===== src/rtl/pxkey_pkg.sv =====
package pxkey_pkg;

    typedef enum logic [1:0] {
        KEY_NONE     = 2'b00,
        KEY_RES_ZERO = 2'b01,
        KEY_SRC      = 2'b10,
        KEY_DST      = 2'b11
    } key_mode_e;

    typedef enum logic {
        SLOT_EMPTY = 1'b0,
        SLOT_FULL  = 1'b1
    } slot_state_e;

    localparam logic CFG_SEL_KEY  = 1'b0;
    localparam logic CFG_SEL_MODE = 1'b1;

endpackage


===== src/rtl/pxkey_cfg_regs.sv =====
module pxkey_cfg_regs
    import pxkey_pkg::*;
#(
    parameter int unsigned PIX_W = 8
) (
    input  logic             clk,
    input  logic             rst_n,
    input  logic             cfg_we,
    input  logic             cfg_sel,
    input  logic [PIX_W-1:0] cfg_wdata,
    output key_mode_e        mode_o,
    output logic [PIX_W-1:0] key_o
);

    key_mode_e        mode_q;
    logic [PIX_W-1:0] key_q;

    // Key color register
    always_ff @(posedge clk or negedge rst_n) begin
        if (!rst_n) begin
            key_q <= '0;
        end else if (cfg_we && (cfg_sel == CFG_SEL_KEY)) begin
            key_q <= cfg_wdata;
        end
    end

    // Mode register, low two bits of the write data
    always_ff @(posedge clk or negedge rst_n) begin
        if (!rst_n) begin
            mode_q <= KEY_NONE;
        end else if (cfg_we && (cfg_sel == CFG_SEL_MODE)) begin
            mode_q <= key_mode_e'(cfg_wdata[1:0]);
        end
    end

    assign mode_o = mode_q;
    assign key_o  = key_q;

endmodule


===== src/rtl/pxkey_decide.sv =====
module pxkey_decide
    import pxkey_pkg::*;
#(
    parameter int unsigned PIX_W = 8
) (
    input  key_mode_e        mode,
    input  logic [PIX_W-1:0] key,
    input  logic [PIX_W-1:0] src,
    input  logic [PIX_W-1:0] dst,
    input  logic [PIX_W-1:0] res,
    output logic             keep
);

    logic res_is_zero;
    logic src_hit;
    logic dst_hit;

    assign res_is_zero = (res == '0);
    assign src_hit     = (src == key);
    assign dst_hit     = (dst == key);

    always_comb begin
        unique case (mode)
            KEY_NONE:     keep = 1'b1;
            KEY_RES_ZERO: keep = !res_is_zero;
            KEY_SRC:      keep = !src_hit;
            KEY_DST:      keep = !dst_hit;
            default:      keep = 1'b1;
        endcase
    end

endmodule


===== src/rtl/pxkey_pipe.sv =====
module pxkey_pipe
    import pxkey_pkg::*;
#(
    parameter int unsigned PIX_W = 8
) (
    input  logic             clk,
    input  logic             rst_n,
    input  logic             in_valid,
    output logic             in_ready,
    input  logic [PIX_W-1:0] in_data,
    input  logic             in_keep,
    output logic             out_valid,
    input  logic             out_ready,
    output logic [PIX_W-1:0] out_data,
    output logic             out_we
);

    slot_state_e      state_q;
    slot_state_e      state_d;
    logic             accept;
    logic [PIX_W-1:0] data_q;
    logic             we_q;

    assign in_ready = (state_q == SLOT_EMPTY) || out_ready;
    assign accept   = in_valid && in_ready;

    // Next state
    always_comb begin
        state_d = state_q;
        unique case (state_q)
            SLOT_EMPTY: state_d = accept ? SLOT_FULL : SLOT_EMPTY;
            SLOT_FULL: begin
                if (accept)         state_d = SLOT_FULL;   // fill-while-drain
                else if (out_ready) state_d = SLOT_EMPTY;  // drain
                else                state_d = SLOT_FULL;   // stall
            end
            default: state_d = SLOT_EMPTY;
        endcase
    end

    // State register
    always_ff @(posedge clk or negedge rst_n) begin
        if (!rst_n) state_q <= SLOT_EMPTY;
        else        state_q <= state_d;
    end

    // Output registers
    always_ff @(posedge clk or negedge rst_n) begin
        if (!rst_n) begin
            data_q <= '0;
            we_q   <= 1'b0;
        end else if (accept) begin
            data_q <= in_data;
            we_q   <= in_keep;
        end
    end

    assign out_valid = (state_q == SLOT_FULL);
    assign out_data  = data_q;
    assign out_we    = we_q;

endmodule


===== src/rtl/pxkey_mask_unit.sv =====
module pxkey_mask_unit
    import pxkey_pkg::*;
#(
    parameter int unsigned PIX_W = 8
) (
    input  logic             clk,
    input  logic             rst_n,
    input  logic             cfg_we,
    input  logic             cfg_sel,
    input  logic [PIX_W-1:0] cfg_wdata,
    input  logic             in_valid,
    output logic             in_ready,
    input  logic [PIX_W-1:0] in_src,
    input  logic [PIX_W-1:0] in_dst,
    input  logic [PIX_W-1:0] in_res,
    output logic             out_valid,
    input  logic             out_ready,
    output logic [PIX_W-1:0] out_data,
    output logic             out_we
);

    key_mode_e        mode_q;
    logic [PIX_W-1:0] key_q;
    logic             keep;

    pxkey_cfg_regs #(.PIX_W(PIX_W)) u_cfg (
        .clk       (clk),
        .rst_n     (rst_n),
        .cfg_we    (cfg_we),
        .cfg_sel   (cfg_sel),
        .cfg_wdata (cfg_wdata),
        .mode_o    (mode_q),
        .key_o     (key_q)
    );

    pxkey_decide #(.PIX_W(PIX_W)) u_decide (
        .mode (mode_q),
        .key  (key_q),
        .src  (in_src),
        .dst  (in_dst),
        .res  (in_res),
        .keep (keep)
    );

    pxkey_pipe #(.PIX_W(PIX_W)) u_pipe (
        .clk       (clk),
        .rst_n     (rst_n),
        .in_valid  (in_valid),
        .in_ready  (in_ready),
        .in_data   (in_res),
        .in_keep   (keep),
        .out_valid (out_valid),
        .out_ready (out_ready),
        .out_data  (out_data),
        .out_we    (out_we)
    );

endmodule


===== config.mk =====
export PLATFORM = sky130hd
export DESIGN_NAME = pxkey_mask_unit
export DESIGN_NICKNAME = d
export VERILOG_FILES = /design/src/rtl/pxkey_pkg.sv /design/src/rtl/pxkey_cfg_regs.sv /design/src/rtl/pxkey_decide.sv /design/src/rtl/pxkey_pipe.sv /design/src/rtl/pxkey_mask_unit.sv
export SDC_FILE = /design/constraint.sdc
export NUM_CORES = 1
export LEC_CHECK = 0
export ABC_AREA = 1
export BUFFER_PORTS_ARGS = -buffer_cell sky130_fd_sc_hd__buf_2
export CAP_MARGIN = 20
export CORE_MARGIN = 2
export CORE_UTILIZATION = 25
export DETAILED_ROUTE_END_ITERATION = 8
export PLACE_DENSITY_LB_ADDON = 0.1
export REMOVE_ABC_BUFFERS = 1
export SKIP_LAST_GASP = 1
export SLEW_MARGIN = 20
export SYNTH_ARGS = -nofsm -noshare
export SYNTH_HDL_FRONTEND = slang
export SYNTH_HIERARCHICAL = 1
export SYNTH_SLANG_ARGS = --single-unit

===== constraint.sdc =====
create_clock -name clk -period 2.9 [get_ports clk]
set_clock_uncertainty 0.05 [all_clocks]
set_input_delay 0.58 -clock clk [delete_from_list [all_inputs] [get_ports clk]]
set_output_delay 0.58 -clock clk [all_outputs]
set_load 0.05 [all_outputs]

======== After elaboration in Yosys (flattened, before gate mapping) ========
Index checks and enable logic that the tools add are counted.
storage, ports and cells
  register bits ........................... 20
  memories ................................ 0
  latch bits .............................. 0
  ROM bits ................................ 0
  bits in writable memories ............... 0
  word-level logic and storage cells ...... 26
operators by class
  mux-type cells .......................... 5
  shift operators ......................... 0
  multipliers ............................. 0
  div/mod/pow operators ................... 0
  $add $sub $neg .......................... 0
  reductions and logical operators ........ 9
  equality and inequality tests ........... 5
  bitwise gates (word level) .............. 2
  order comparisons ....................... 0
operators by type and width
  kind                                                             count
  8-bit == test                                                    2
  8-bit logical NOT                                                1
  2-bit == test, second input constant                             2
  1-bit case mux with 4 select lines                               1
  1-bit logical AND                                                3
  1-bit logical NOT                                                3
  1-bit 2-to-1 mux                                                 3
  2-bit by 1-bit == test with 1-bit output, second input constant  1
  2-bit logical NOT                                                1
  1-bit inverter                                                   2
  1-bit case mux with 2 select lines                               1
  1-bit logical OR                                                 1

======== Logic depth before layout (Yosys ltp) ========
  depth after elaboration ................. 5
  depth in mapped cells ................... 10
  gate-level depth less buffers ........... 10

======== By module ========
The synthesis kept the hierarchy.
modules (own cells, without submodules)
  module          area an instance (µm²)  cells each  seq. area each (µm²)  instances
  pxkey_pipe      409.1                   44          250.2                 1
  pxkey_cfg_regs  396.6                   44          250.2                 1
  pxkey_decide    306.5                   67          0.0                   1

======== Worst setup path after synthesis ========
Ideal clock, no wire load.
  path type ............................... register -> output
  start ................................... reg u_pipe.state_q, in the netlist u_pipe/out_valid
  end ..................................... out in_ready
  buffers on the path ..................... 1
  data arrival time ....................... 942 ps
  path slack .............................. 1328 ps
  cell stages (with the launch flop) ...... 3
  required time ........................... 2270 ps
  cells stage by stage .................... dfrtp_1 -> nand2_2 -> buf_6
on the way
  longest elaborated chain between the ends .. 2
ends and longest elaborated chain
  element                 RTL line               text
  start, declared         pxkey_pipe.sv:18       slot_state_e state_q;
  start signal, assigned  pxkey_pipe.sv:44       else state_q <= state_d;
  1-bit inverter          pxkey_pipe.sv:24       assign in_ready = (state_q == SLOT_EMPTY) || out_ready;
  1-bit logical OR        pxkey_pipe.sv:24
  end, declared           pxkey_mask_unit.sv:12  output logic in_ready,
Every way passes these cells.

======== Worst setup path in the final report ========
  start ................................... in out_ready
  end ..................................... out in_ready
on the way
  longest elaborated chain between the ends .. 1
ends and longest elaborated chain
  element           RTL line               text
  start, declared   pxkey_mask_unit.sv:17  input logic out_ready,
  1-bit logical OR  pxkey_pipe.sv:24
Every way passes these cells.

==> flow_summary.toml <==
[run_status]
status = "complete, no violations"

[sta]
max_freq_ghz = 0.555
period_needed_ps = 1800
max-slew-margin-rel_pct = 68.4
rsz0062_at_grt = "false"
hold_violations = 0
tightest_slew_ps = 474
slew_viol_final = 0
setup_viol = 0
finalCritPeriodShare_pct = 62.1
finalSetupTns_ps = 0

[setup_path]
cp_common_cell = "buf_2"
cp_top_family = "buffers and inverters"
cp-start-kind = "input port"
reg2reg_slack_ps = 1620
crit_path_max_fanout = 12
cp_cell_sequence = "buf_2 -> inv_1 -> nand2_2 -> buf_2"
crit_start = "out_ready"
cp_slowest_cell = "buf_2"
rr_worst_depth = 10
worstReg2RegEnd = "u_pipe/out_we"
crit_path_end_kind = "primary output"
crit_type = "in2out"
crit_required_ps = 2270
cp.arrival_ps = 1170
cpPeakStageDelay_ps = 300
cp_num_cells = 4
critPathBufInv = 3
endpoint = "in_ready"
rr_startpoint = "u_cfg/key_o[1]"

[floorplanning]
fp.dieH_um = 70.7
core_um2 = 4320
io_pins = 49
rows = 24
die-area_um2 = 5000
start_util_pct = 25.7
die_w_um = 70.7

[final_layout]
antenna_cells = 0
fin_nets = 243
num-fill-cells = 488
fin_cells = 256
drive_above_1_share_pct = 27.5
final_util_pct = 33.4
multi_input_area_um2 = 518
seq_area_um2 = 500
area_growth_pct = 29.7

[clock_tree]
cts_tree = "yes"
cts_root_buffer = "clkbuf_8"
clock_sinks = 20
cts_setup_buffers = 0
cts_buffer_depth = 2
cts_buffers = 3
path_clk_slew_ps = 70
clk_latency_ps = 260
hold_buffers = 0
cts_resized = 0
htree_levels = 1

[placed_design]
dp.cells = 252
io_buffers = 48
hpwlAfterDp_mm = 2.19
gp_congestion = 0.803

[synthesis]
synthDistinctLibCells = 11
synth_top_area_cell = "dfrtp_1"
avgSynthCellArea_um2 = 7.18
ys_ff_latch = 20
synth_top_area_share_pct = 45.0
synth_warnings = 6
synthTopCellsByArea = "dfrtp_1 (45%), nand2_1 (25%), nand3_1 (9.4%)"
synth_area_um2 = 1110
yosysSeqAreaShare_pct = 45.0
synthCells = 155

[pwr]
p_leak_nw = 0.835
ir_drop_mv = 0.169
power.density_nw_per_um2 = 546

[drt]
wire_per_inst_um = 10.6
drt-total-wl_mm = 2.72
dr.first_iter.drc_count = 41
antenna_left = 0
routed_via_density = 4.20
firstDrtPassIters = 4
via_count = 1075
drc = 0

[worst_hold_path]
hp-class = "in2async"

[global_routing]
use_met1_pct = 15.0
grtUsageMet3_pct = 3.13
grt.overflow.total = 0
top_usage_layer = "met2"
grt_pass1_wl_mm = 4.69
met2_usage_pct = 19.2
antenna_found_initial = 0
grt_pass1_vias = 1081
grt_usage_pct = 11.7
grt_max_degree = 21

[job]
cap_violations = 0
==> through the flow <==
stage | worst slack, ps | total power, mW | hold WS, ps | instance area [um^2]
finish | 1100 | 0.787 | 220 | 1440
global route | 1050 | 0.843 | 246 | 1440
CTS | 1100 | 0.802 | 235 | 1440
detailed placement | 1100 | 0.583 | 406 | 1390
global placement | 1110 | 0.577 | 403 | 1390
floorplan | 1280 | 0.500 | 234 | 1080
==> report_power, final <==
| group | internal [mW] | switching, mW |
|---|---|---|
| Sequential | 0.314 | 0.0284 |
| Combinational | 0.0780 | 0.153 |
| Clock | 0.121 | 0.0926 |
| Total | 0.513 | 0.274 |
==> cells in the mapped netlist <==
| cell type | number |
|---|---|
| buf_4 | 1 |
| dfrtp_1 | 20 |
| nand3_1 | 21 |
| nor2_1 | 6 |
| inv_2 | 1 |
| nand2_1 | 73 |
| nand2_2 | 3 |
| inv_1 | 16 |
| nor3_1 | 2 |
| buf_6 | 2 |
| xnor2_1 | 10 |
==> cell usage in the layout (no fill, tap or decap), drive strengths merged <==
cell type   n
clkbuf      4
nand3      21
xnor2      10
dfrtp      20
nand2      76
buf        48
nor2        6
nor3        2
inv        17
==> area by class of cell <==
class | count | share of cell area [%]
clock buffers | 4 | 3.82
repair buffers | 48 | 16.7
inverters | 17 | 4.42
flip-flops and latches | 20 | 34.7
multi-input cells | 115 | 35.9
well taps | 52 | 4.51
==> logic make-up (layout without fill, tap and decap cells) <==
family                 after synthesis  count (layout)  synth area share [%]
buffers and inverters               20              69                  8.44
flip-flops                          20              20                  45.0
AND/OR/NAND/NOR                    105             105                  38.7
XOR/XNOR                            10              10                  7.87
==> routing by layer <==
metal	part of all wire, %	routed length (um)	vias to the layer above
li1	-	-	570
met1	47	1280	470
met2	47	1270	29
met3	4.9	134	6
met4	1.4	38	0
met5	0	0	-
==> worst min-delay path by stage <==
stage | end | slack [ps] | cells past startpoint
after detailed placement | u_pipe/out_data[7] | 410 | 2
after global placement | u_pipe/out_data[2] | 400 | 2
after global routing | u_pipe/out_data[4] | 250 | 1
after floorplan | u_cfg/key_o[0] | 230 | 0
final | u_pipe/out_data[7] | 220 | 1
after CTS | u_pipe/out_data[7] | 230 | 1
==> sequential cells by signal, summed over array words and instances (netlist names) <==
name              cells
u_cfg/key_o           8
u_cfg/mode_o          2
u_pipe/out_data       8
u_pipe/out_valid      1
u_pipe/out_we         1
==> worst reg2reg max path: stages, from the launching register on <==
cell and delay [ps]:
dfrtp_1 430, inv_1 80, nand2_1 50, nand2_1 60, nand2_1 50, nor2_1 140, nand2_1 80, nand2_1 60
nand3_1 70, nand3_1 80, nand2_1 50
Note: power is estimated with default switching activity, not from simulation.
